## config.mk

```make
export PLATFORM = sky130hd
export DESIGN_NAME = i2c_cfg_target
export DESIGN_NICKNAME = d
export VERILOG_FILES = /design/src/rtl/i2c_cfg_pkg.sv /design/src/rtl/i2c_bus_sync.sv /design/src/rtl/i2c_target_fsm.sv /design/src/rtl/cfg_regbank.sv /design/src/rtl/i2c_cfg_target.sv
export SDC_FILE = /design/constraint.sdc
export NUM_CORES = 1
export LEC_CHECK = 0
export BUFFER_PORTS_ARGS = -buffer_cell sky130_fd_sc_hd__clkbuf_2
export CORE_MARGIN = 2
export CORE_UTILIZATION = 30
export CTS_CLUSTER_SIZE = 24
export DETAILED_ROUTE_END_ITERATION = 16
export GPL_TIMING_DRIVEN = 0
export PLACE_DENSITY = 0.51
export SETUP_SLACK_MARGIN = 0.4
export SLEW_MARGIN = 5
export SYNTH_ARGS = -nofsm -noshare
export SYNTH_HDL_FRONTEND = slang
export SYNTH_SLANG_ARGS = --single-unit
```

## constraint.sdc

```tcl
create_clock -name clk_i -period 3.25 [get_ports clk_i]
set_input_delay 0.4875 -clock clk_i [delete_from_list [all_inputs] [get_ports clk_i]]
set_output_delay 0.4875 -clock clk_i [all_outputs]
set_load 0.01 [all_outputs]
```

## src/rtl/i2c_cfg_pkg.sv

```systemverilog
package i2c_cfg_pkg;

  typedef enum logic [2:0] {
    ST_IDLE, ST_RX, ST_ACK_WAIT, ST_ACK, ST_TX, ST_TX_ACK, ST_TX_NEXT, ST_IGNORE
  } fsm_e;

  typedef enum logic [1:0] {K_ADDR, K_SUB, K_DATA} rx_kind_e;

  // Bits held in shadow until register 0 is written
  function automatic logic [7:0] db_mask(input int idx);
    case (idx)
      0, 1, 2, 6: db_mask = 8'hFF;
      3:          db_mask = 8'h01;
      5:          db_mask = 8'h10;
      7:          db_mask = 8'h0F;
      9:          db_mask = 8'hF0;
      10:         db_mask = 8'h7F;
      default:    db_mask = 8'h00;
    endcase
  endfunction

endpackage

```

## src/rtl/i2c_bus_sync.sv

```systemverilog
module i2c_bus_sync (
  input  logic clk_i,
  input  logic rst_ni,
  input  logic scl_i,
  input  logic sda_i,
  output logic sda_o,
  output logic scl_rise_o,
  output logic scl_fall_o,
  output logic start_o,
  output logic stop_o
);
  logic [1:0] scl_ff, sda_ff;
  logic       scl_q, sda_q;

  always_ff @(posedge clk_i or negedge rst_ni) begin
    if (!rst_ni) begin
      scl_ff <= 2'b11;
      sda_ff <= 2'b11;
      scl_q  <= 1'b1;
      sda_q  <= 1'b1;
    end else begin
      scl_ff <= {scl_ff[0], scl_i};
      sda_ff <= {sda_ff[0], sda_i};
      scl_q  <= scl_ff[1];
      sda_q  <= sda_ff[1];
    end
  end

  assign sda_o      = sda_ff[1];
  assign scl_rise_o = scl_ff[1] & ~scl_q;
  assign scl_fall_o = ~scl_ff[1] & scl_q;
  assign start_o    = scl_ff[1] & scl_q & sda_q & ~sda_ff[1];
  assign stop_o     = scl_ff[1] & scl_q & ~sda_q & sda_ff[1];

endmodule

```

## src/rtl/i2c_target_fsm.sv

```systemverilog
module i2c_target_fsm
  import i2c_cfg_pkg::*;
#(
  parameter logic [6:0] ADDR_HI = 7'h30,
  parameter logic [6:0] ADDR_LO = 7'h20
) (
  input  logic       clk_i,
  input  logic       rst_ni,
  input  logic       addr_sel_i,
  input  logic       sda_i,
  input  logic       scl_rise_i,
  input  logic       scl_fall_i,
  input  logic       start_i,
  input  logic       stop_i,
  input  logic [7:0] rdata_i,
  output logic [7:0] raddr_o,
  output logic       we_o,
  output logic [7:0] waddr_o,
  output logic [7:0] wdata_o,
  output logic       sda_oe_o
);
  fsm_e       state_q;
  rx_kind_e   kind_q;
  logic [2:0] bit_cnt_q;
  logic [7:0] sh_q, tx_q, ptr_q;
  logic       rd_mode_q;
  logic [7:0] rx_byte;
  logic [6:0] own_addr;

  assign rx_byte  = {sh_q[6:0], sda_i};
  assign own_addr = addr_sel_i ? ADDR_HI : ADDR_LO;
  assign raddr_o  = ptr_q;

  always_ff @(posedge clk_i or negedge rst_ni) begin
    if (!rst_ni) begin
      state_q   <= ST_IDLE;
      kind_q    <= K_ADDR;
      bit_cnt_q <= '0;
      sh_q      <= '0;
      tx_q      <= '0;
      ptr_q     <= '0;
      rd_mode_q <= 1'b0;
      sda_oe_o  <= 1'b0;
      we_o      <= 1'b0;
      waddr_o   <= '0;
      wdata_o   <= '0;
    end else begin
      we_o <= 1'b0;
      if (start_i) begin
        state_q   <= ST_RX;
        kind_q    <= K_ADDR;
        bit_cnt_q <= '0;
        rd_mode_q <= 1'b0;
        sda_oe_o  <= 1'b0;
      end else if (stop_i) begin
        state_q  <= ST_IDLE;
        sda_oe_o <= 1'b0;
      end else begin
        unique case (state_q)
          ST_RX: if (scl_rise_i) begin
            sh_q      <= rx_byte;
            bit_cnt_q <= bit_cnt_q + 3'd1;
            if (bit_cnt_q == 3'd7) begin
              state_q <= ST_ACK_WAIT;
              unique case (kind_q)
                K_ADDR: begin
                  if (rx_byte[7:1] == own_addr) begin
                    rd_mode_q <= rx_byte[0];
                    kind_q    <= K_SUB;
                  end else begin
                    state_q <= ST_IGNORE;
                  end
                end
                K_SUB: begin
                  ptr_q  <= rx_byte;
                  kind_q <= K_DATA;
                end
                default: begin
                  we_o    <= 1'b1;
                  waddr_o <= ptr_q;
                  wdata_o <= rx_byte;
                  ptr_q   <= ptr_q + 8'd1;
                end
              endcase
            end
          end
          ST_ACK_WAIT: if (scl_fall_i) begin
            sda_oe_o <= 1'b1;
            state_q  <= ST_ACK;
          end
          ST_ACK, ST_TX_NEXT: if (scl_fall_i) begin
            bit_cnt_q <= '0;
            if (rd_mode_q) begin
              tx_q     <= rdata_i;
              sda_oe_o <= ~rdata_i[7];
              ptr_q    <= ptr_q + 8'd1;
              state_q  <= ST_TX;
            end else begin
              sda_oe_o <= 1'b0;
              state_q  <= ST_RX;
            end
          end
          ST_TX: if (scl_fall_i) begin
            if (bit_cnt_q == 3'd7) begin
              sda_oe_o <= 1'b0;
              state_q  <= ST_TX_ACK;
            end else begin
              bit_cnt_q <= bit_cnt_q + 3'd1;
              tx_q      <= {tx_q[6:0], 1'b0};
              sda_oe_o  <= ~tx_q[6];
            end
          end
          ST_TX_ACK: if (scl_rise_i) begin
            state_q <= sda_i ? ST_IGNORE : ST_TX_NEXT;
          end
          default: ;
        endcase
      end
    end
  end

  // drive changes only after SCL fall or a bus condition
  p_oe_edge_r10: assert property (@(posedge clk_i) disable iff (!rst_ni)
    (sda_oe_o != $past(sda_oe_o)) |-> $past(scl_fall_i || start_i || stop_i));

  // an ignored transfer never drives the bus
  p_ignore_quiet_r2: assert property (@(posedge clk_i) disable iff (!rst_ni)
    (state_q == ST_IGNORE) |-> !sda_oe_o);

  // idle target neither drives nor writes
  p_idle_quiet_r9: assert property (@(posedge clk_i) disable iff (!rst_ni)
    (state_q == ST_IDLE) |-> (!sda_oe_o && !we_o));

endmodule

```

## src/rtl/cfg_regbank.sv

```systemverilog
module cfg_regbank
  import i2c_cfg_pkg::*;
#(
  parameter int         NUM_REGS = 34,
  parameter int         RO_COUNT = 3,
  parameter logic [7:0] REVISION = 8'h5A
) (
  input  logic                    clk_i,
  input  logic                    rst_ni,
  input  logic                    we_i,
  input  logic [7:0]              waddr_i,
  input  logic [7:0]              wdata_i,
  input  logic [7:0]              raddr_i,
  output logic [7:0]              rdata_o,
  output logic [NUM_REGS*8-1:0]   regs_o,
  output logic                    commit_o
);
  localparam int WR_LIMIT = NUM_REGS - RO_COUNT;

  logic [7:0] shadow_q [WR_LIMIT];
  logic [7:0] active_q [WR_LIMIT];
  logic       wr_ok, commit_hit;

  assign wr_ok      = we_i && (waddr_i < 8'(WR_LIMIT));
  assign commit_hit = wr_ok && (waddr_i == 8'd0);

  for (genvar g = 0; g < WR_LIMIT; g++) begin : g_wr
    localparam logic [7:0] M = db_mask(g);
    logic       hit;
    logic [7:0] sh_nx, ac_base, ac_nx;

    always_comb begin
      hit     = wr_ok && (waddr_i == 8'(g));
      sh_nx   = hit ? wdata_i : shadow_q[g];
      ac_base = hit ? ((active_q[g] & M) | (wdata_i & ~M)) : active_q[g];
      ac_nx   = commit_hit ? ((ac_base & ~M) | (sh_nx & M)) : ac_base;
    end

    always_ff @(posedge clk_i or negedge rst_ni) begin
      if (!rst_ni) begin
        shadow_q[g] <= '0;
        active_q[g] <= '0;
      end else begin
        shadow_q[g] <= sh_nx;
        active_q[g] <= ac_nx;
      end
    end

    assign regs_o[g*8 +: 8] = active_q[g];

    if (M != 8'h00) begin : g_hold
      // staged bits move only on a register 0 write
      p_db_hold_r6: assert property (@(posedge clk_i) disable iff (!rst_ni)
        !commit_hit |=> ((active_q[g] & M) == $past(active_q[g] & M)));
    end
    if (M != 8'hFF) begin : g_imm
      // unstaged bits follow the written byte at once
      p_imm_r8: assert property (@(posedge clk_i) disable iff (!rst_ni)
        (we_i && waddr_i == 8'(g)) |=> ((active_q[g] & ~M) == ($past(wdata_i) & ~M)));
    end
  end

  for (genvar g = WR_LIMIT; g < NUM_REGS; g++) begin : g_ro
    assign regs_o[g*8 +: 8] = (g == NUM_REGS - 1) ? REVISION : 8'h00;
  end

  always_comb begin
    rdata_o = 8'h00;
    for (int i = 0; i < WR_LIMIT; i++)
      if (raddr_i == 8'(i)) rdata_o = shadow_q[i];
    if (raddr_i == 8'(NUM_REGS - 1)) rdata_o = REVISION;
  end

  always_ff @(posedge clk_i or negedge rst_ni) begin
    if (!rst_ni) commit_o <= 1'b0;
    else         commit_o <= commit_hit;
  end

  // every commit pulse follows a register 0 write
  p_commit_src_r7: assert property (@(posedge clk_i) disable iff (!rst_ni)
    commit_o |-> $past(we_i && waddr_i == 8'd0));

endmodule

```

## src/rtl/i2c_cfg_target.sv

```systemverilog
module i2c_cfg_target #(
  parameter int         NUM_REGS = 34,
  parameter int         RO_COUNT = 3,
  parameter logic [7:0] REVISION = 8'h5A,
  parameter logic [6:0] ADDR_HI  = 7'h30,
  parameter logic [6:0] ADDR_LO  = 7'h20
) (
  input  logic                  clk_i,
  input  logic                  rst_ni,
  input  logic                  scl_i,
  input  logic                  sda_i,
  input  logic                  addr_sel_i,
  output logic                  sda_oe_o,
  output logic [NUM_REGS*8-1:0] regs_o,
  output logic                  commit_o
);
  logic       sda_s, scl_rise, scl_fall, start, stop;
  logic       we;
  logic [7:0] waddr, wdata, raddr, rdata;

  i2c_bus_sync u_sync (
    .clk_i      (clk_i),
    .rst_ni     (rst_ni),
    .scl_i      (scl_i),
    .sda_i      (sda_i),
    .sda_o      (sda_s),
    .scl_rise_o (scl_rise),
    .scl_fall_o (scl_fall),
    .start_o    (start),
    .stop_o     (stop)
  );

  i2c_target_fsm #(.ADDR_HI(ADDR_HI), .ADDR_LO(ADDR_LO)) u_fsm (
    .clk_i      (clk_i),
    .rst_ni     (rst_ni),
    .addr_sel_i (addr_sel_i),
    .sda_i      (sda_s),
    .scl_rise_i (scl_rise),
    .scl_fall_i (scl_fall),
    .start_i    (start),
    .stop_i     (stop),
    .rdata_i    (rdata),
    .raddr_o    (raddr),
    .we_o       (we),
    .waddr_o    (waddr),
    .wdata_o    (wdata),
    .sda_oe_o   (sda_oe_o)
  );

  cfg_regbank #(.NUM_REGS(NUM_REGS), .RO_COUNT(RO_COUNT), .REVISION(REVISION)) u_bank (
    .clk_i    (clk_i),
    .rst_ni   (rst_ni),
    .we_i     (we),
    .waddr_i  (waddr),
    .wdata_i  (wdata),
    .raddr_i  (raddr),
    .rdata_o  (rdata),
    .regs_o   (regs_o),
    .commit_o (commit_o)
  );

endmodule

```

==> flow_metrics.py <==
metrics = {
    "run_status": {
        "run_status": "completed",
    },
    "layout": {
        "layout_overhead_on_the_synthesized_area_pct": 26.0,
        "layout.cells.non_filler": 2980,
        "ratio_of_cells_with_drive_above_1_in_the_final_layout_pct": 47.5,
        "final_net_count": 2123,
    },
    "sta": {
        "grt_setup_unrepaired": "true",
        "slew_viol_final": 0,
        "timing.hold.ws_ps": 356,
        "setup-tns-final_ps": 0,
        "post-route-worst-setup-slack_ps": 353,
        "setup_viol": 0,
        "max_clock_freq_ghz": 0.345,
        "finClkSkew_ps": 22.3,
        "slew-limit-headroom_pct": 12.5,
        "final-hold-violation-count": 0,
        "finalCriticalPeriod_ps": 2900,
        "worst_slew_pin_slew_ps": 1310,
        "final.period_utilization_pct": 89.1,
    },
    "power_and_ir_drop": {
        "ir_worst_vdd_mv": 0.385,
        "comb_power_share_pct": 11.0,
        "cellPowerDensity_nw_per_um2": 445,
        "net-switching-power_w": 0.00279,
        "cell_internal_pwr_w": 0.00769,
        "switching_fraction_pct": 26.6,
        "seq_power_share_pct": 44.3,
        "leakage_power_nw": 11.7,
        "p_clk_share_pct": 44.7,
    },
    "clock_tree": {
        "cts_sink_cnt": 353,
        "cts-htree-levels": 2,
        "clkSlewWorstSetupHoldPaths_ps": 60,
        "insertion_delay_ps": 580,
        "clk_buf_depth": 3,
        "buffer_cell_driving_the_clock_tree_root": "sky130_fd_sc_hd__clkbuf_16",
        "cts_made_buffers": 41,
        "tritoncts": "yes",
    },
    "synth": {
        "synth_cells": 1760,
        "ys.warnings.count": 0,
        "yosysTopAreaCell": "sky130_fd_sc_hd__dfrtp_1",
        "synth-edff-count": 0,
        "synth_sequential_area_ratio_pct": 47.4,
        "syn_area_per_cell_um2": 10.6,
        "post_synth_main_area_contributors": "sky130_fd_sc_hd__dfrtp_1 (47%), sky130_fd_sc_hd__mux2_2 (18%), sky130_fd_sc_hd__buf_4 (9.0%), sky130_fd_sc_hd__nand2_1 (2.9%), sky130_fd_sc_hd__nor2_1 (2.1%)",
        "ys_ff_latch": 353,
        "synth.lib_cells_used.distinct": 83,
        "synth_async_sr_flop_share_pct": 100,
        "yosysMostFrequentCell": "sky130_fd_sc_hd__dfrtp_1",
        "syn-cell-area_um2": 18700,
        "netlist_top_cells_count": "sky130_fd_sc_hd__dfrtp_1 (347), sky130_fd_sc_hd__mux2_2 (290), sky130_fd_sc_hd__buf_4 (223), sky130_fd_sc_hd__nand2_1 (146), sky130_fd_sc_hd__nor2_1 (106)",
        "synth_top_area_share_pct": 46.5,
        "synth_flop_cell": "sky130_fd_sc_hd__dfrtp_1",
    },
    "grt": {
        "grt_antenna_before_repair": 5,
        "vias_in_the_first_global_route": 15473,
        "maximum_number_of_pins_on_one_net_before_global_route_repair": 105,
        "first_pass_grt_wire_length_mm": 116,
        "globalRoute.totalOverflow": 0,
        "grt_usage_pct": 25.4,
    },
    "setup_path": {
        "worst-endpoint-arrival_ps": 3330,
        "crit_path_max_fanout": 10,
        "cp.required_ps": 3680,
        "timing.setup.critical_path_class": "reg2reg",
        "worstSetupEndpointType": "flip-flop",
        "timing.critical_path.from_type": "flip-flop",
    },
    "placed_design": {
        "hpwlAfterDp_mm": 61.6,
        "routabilityCongestion": 0.969,
        "numPlacedInstances": 2876,
        "io_buffers": 254,
        "placement.setup.worst_slack_ps": -1650,
    },
    "routing": {
        "drt-initial-drc-count": 1399,
        "wl_mm": 82.7,
        "post-route-drc-count": 0,
        "avgViaCountPerCell": 5.22,
        "antenna_violating_nets_post_route": 0,
        "wl_per_cell_um": 27.7,
        "firstDrtPassIters": 5,
        "routed-via-count": 15545,
    },
    "hold_path": {
        "worstHoldPathType": "reg2reg",
    },
    "floorplanning": {
        "fp.dieW_um": 253,
        "core.rowCount": 91,
        "coreArea_um2": 61600,
        "dieHeight_um": 253,
        "floorplan.initialDensity_pct": 30.3,
        "top_level_ports": 279,
        "floorplan.die_area_um2": 64200,
    },
    "run": {
        "max_cap_violations": 0,
    },
}
-- kinds of logic (layout without fill, tap and decap cells) --
family	after synthesis	count (layout)	share of synthesized area (%)
XOR/XNOR	1	1	0.0469
flip-flops	353	353	47.4
buffers and inverters	346	704	11.6
multiplexers	293	293	17.7
AO/OA/AOI/OAI	346	346	12.2
other	2	27	0.0402
adder cells (fa/ha/maj)	6	6	0.402
AND/OR/NAND/NOR	413	413	10.7
-- worst paths after layout --
path	from	endpoint	slack, ps	cells past startpoint
max	u_fsm.raddr_o[0]	u_fsm.tx_q[6]	350	10
min reg2reg	u_sync.sda_ff[0]	u_sync.sda_ff[1]	360	0
min	u_sync.sda_ff[0]	u_sync.sda_ff[1]	360	0
max reg2reg	u_fsm.raddr_o[0]	u_fsm.tx_q[6]	350	10
min in group asynchronous	rst_ni	u_fsm.bit_cnt_q[1]	520	2
max in group asynchronous	rst_ni	u_bank.shadow_q[157]	1300	4
-- power by group through the flow --
| stage | registers [W] | logic (W) | clock network (W) |
|---|---|---|---|
| floorplan | 0.00466 | 0.000628 | 0 |
| global placement | 0.00472 | 0.000980 | 0 |
| detailed placement | 0.00471 | 0.00101 | 0 |
| CTS | 0.00464 | 0.00110 | 0.00477 |
| global route | 0.00465 | 0.00124 | 0.00494 |
| finish | 0.00464 | 0.00115 | 0.00468 |
-- per-stage QoR --
step,util [%],area [um2],power [W]
2_1_floorplan,-,18700,0.00529
4_1_cts,37.7,23200,0.0105
5_1_grt,38.2,23500,0.0108
3_3_place_gp,34.2,21100,0.00570
6_report,38.2,23500,0.0105
3_5_place_dp,34.3,21200,0.00573
-- cell usage in the layout (no fill, tap or decap), drive strengths merged, types with 5 or more instances in the layout --
| cell type | netlist | layout |
|---|---|---|
| buf | 254 | 285 |
| o211ai | 16 | 16 |
| and3 | 7 | 7 |
| nor2b | 9 | 9 |
| nand2b | 20 | 20 |
| o221ai | 10 | 10 |
| ha | 6 | 6 |
| inv | 25 | 24 |
| nand3 | 42 | 42 |
| o22ai | 31 | 31 |
| conb | 2 | 24 |
| dfrtp | 347 | 347 |
| a22oi | 7 | 7 |
| nor4 | 5 | 5 |
| o21a | 7 | 7 |
| nor2 | 114 | 114 |
| a221o | 8 | 8 |
| a31oi | 14 | 14 |
| nand2 | 147 | 147 |
| nor3 | 20 | 20 |
| a21oi | 80 | 80 |
| dfstp | 6 | 6 |
| o21ai | 80 | 80 |
| mux2 | 291 | 291 |
| nand3b | 9 | 9 |
| a211oi | 20 | 20 |
| a2bb2oi | 6 | 6 |
| clkbuf | 67 | 383 |
| a221oi | 12 | 12 |
| or3 | 8 | 8 |
-- final cells by class --
class                           instances  area [um2]
Fill cell                            6164       38100
Sequential cell                       353        8840
Multi-Input combinational cell       1083        8260
Buffer                                320        2330
Timing Repair Buffer                  288        1600
Clock buffer                           63        1190
Tap cell                              837        1050
Clock inverter                          8         125
Inverter                               25         101
Antenna cell                            3        7.51
-- registers in the layout (all words and copies together) (netlist names) --
signal and flops:
u_fsm.waddr_o 8, u_fsm.we_o 1, u_fsm.sh_q 7, u_fsm.kind_q 2
u_bank.regs_o 90, u_sync.scl_q 1, u_bank.shadow_q 175, u_sync.sda_q 1
u_fsm.wdata_o 8, u_bank.commit_o 1, u_fsm.tx_q 7, u_fsm.state_q 3
u_sync.sda_ff 2, u_fsm.raddr_o 8, u_sync.scl_ff 2, u_bank.g_wr.ac_base 32
u_fsm.bit_cnt_q 3, u_fsm.sda_oe_o 1, u_fsm.rd_mode_q 1
-- critical path: stages, from the launching register on --
cell,delay (ps)
sky130_fd_sc_hd__dfrtp_2,450
sky130_fd_sc_hd__inv_1,130
sky130_fd_sc_hd__ha_2,220
sky130_fd_sc_hd__buf_6,170
sky130_fd_sc_hd__or3b_2,480
sky130_fd_sc_hd__a21oi_2,180
sky130_fd_sc_hd__o21ai_0,140
sky130_fd_sc_hd__a221oi_2,400
sky130_fd_sc_hd__nor4_2,130
sky130_fd_sc_hd__a211oi_2,280
sky130_fd_sc_hd__o21ai_1,160
-- layer usage --
metal	track usage (%)	vias up	wire [um]
li1	-	6768	-
met3	3.71	134	5240
met1	34.2	7934	35800
met4	9.03	2	2890
met2	41.6	707	38700
met5	0	-	13
-- what timing repair did --
item                                   in CTS  in global routing
hold buffers                                3                  0
endpoints found under the hold margin      30                  0
pin swaps                                  19                  8
setup buffers                              23                  5
resized for setup                         167                 63
setup endpoints to repair                  33                 78
Note: power is estimated with default switching activity, not from simulation.
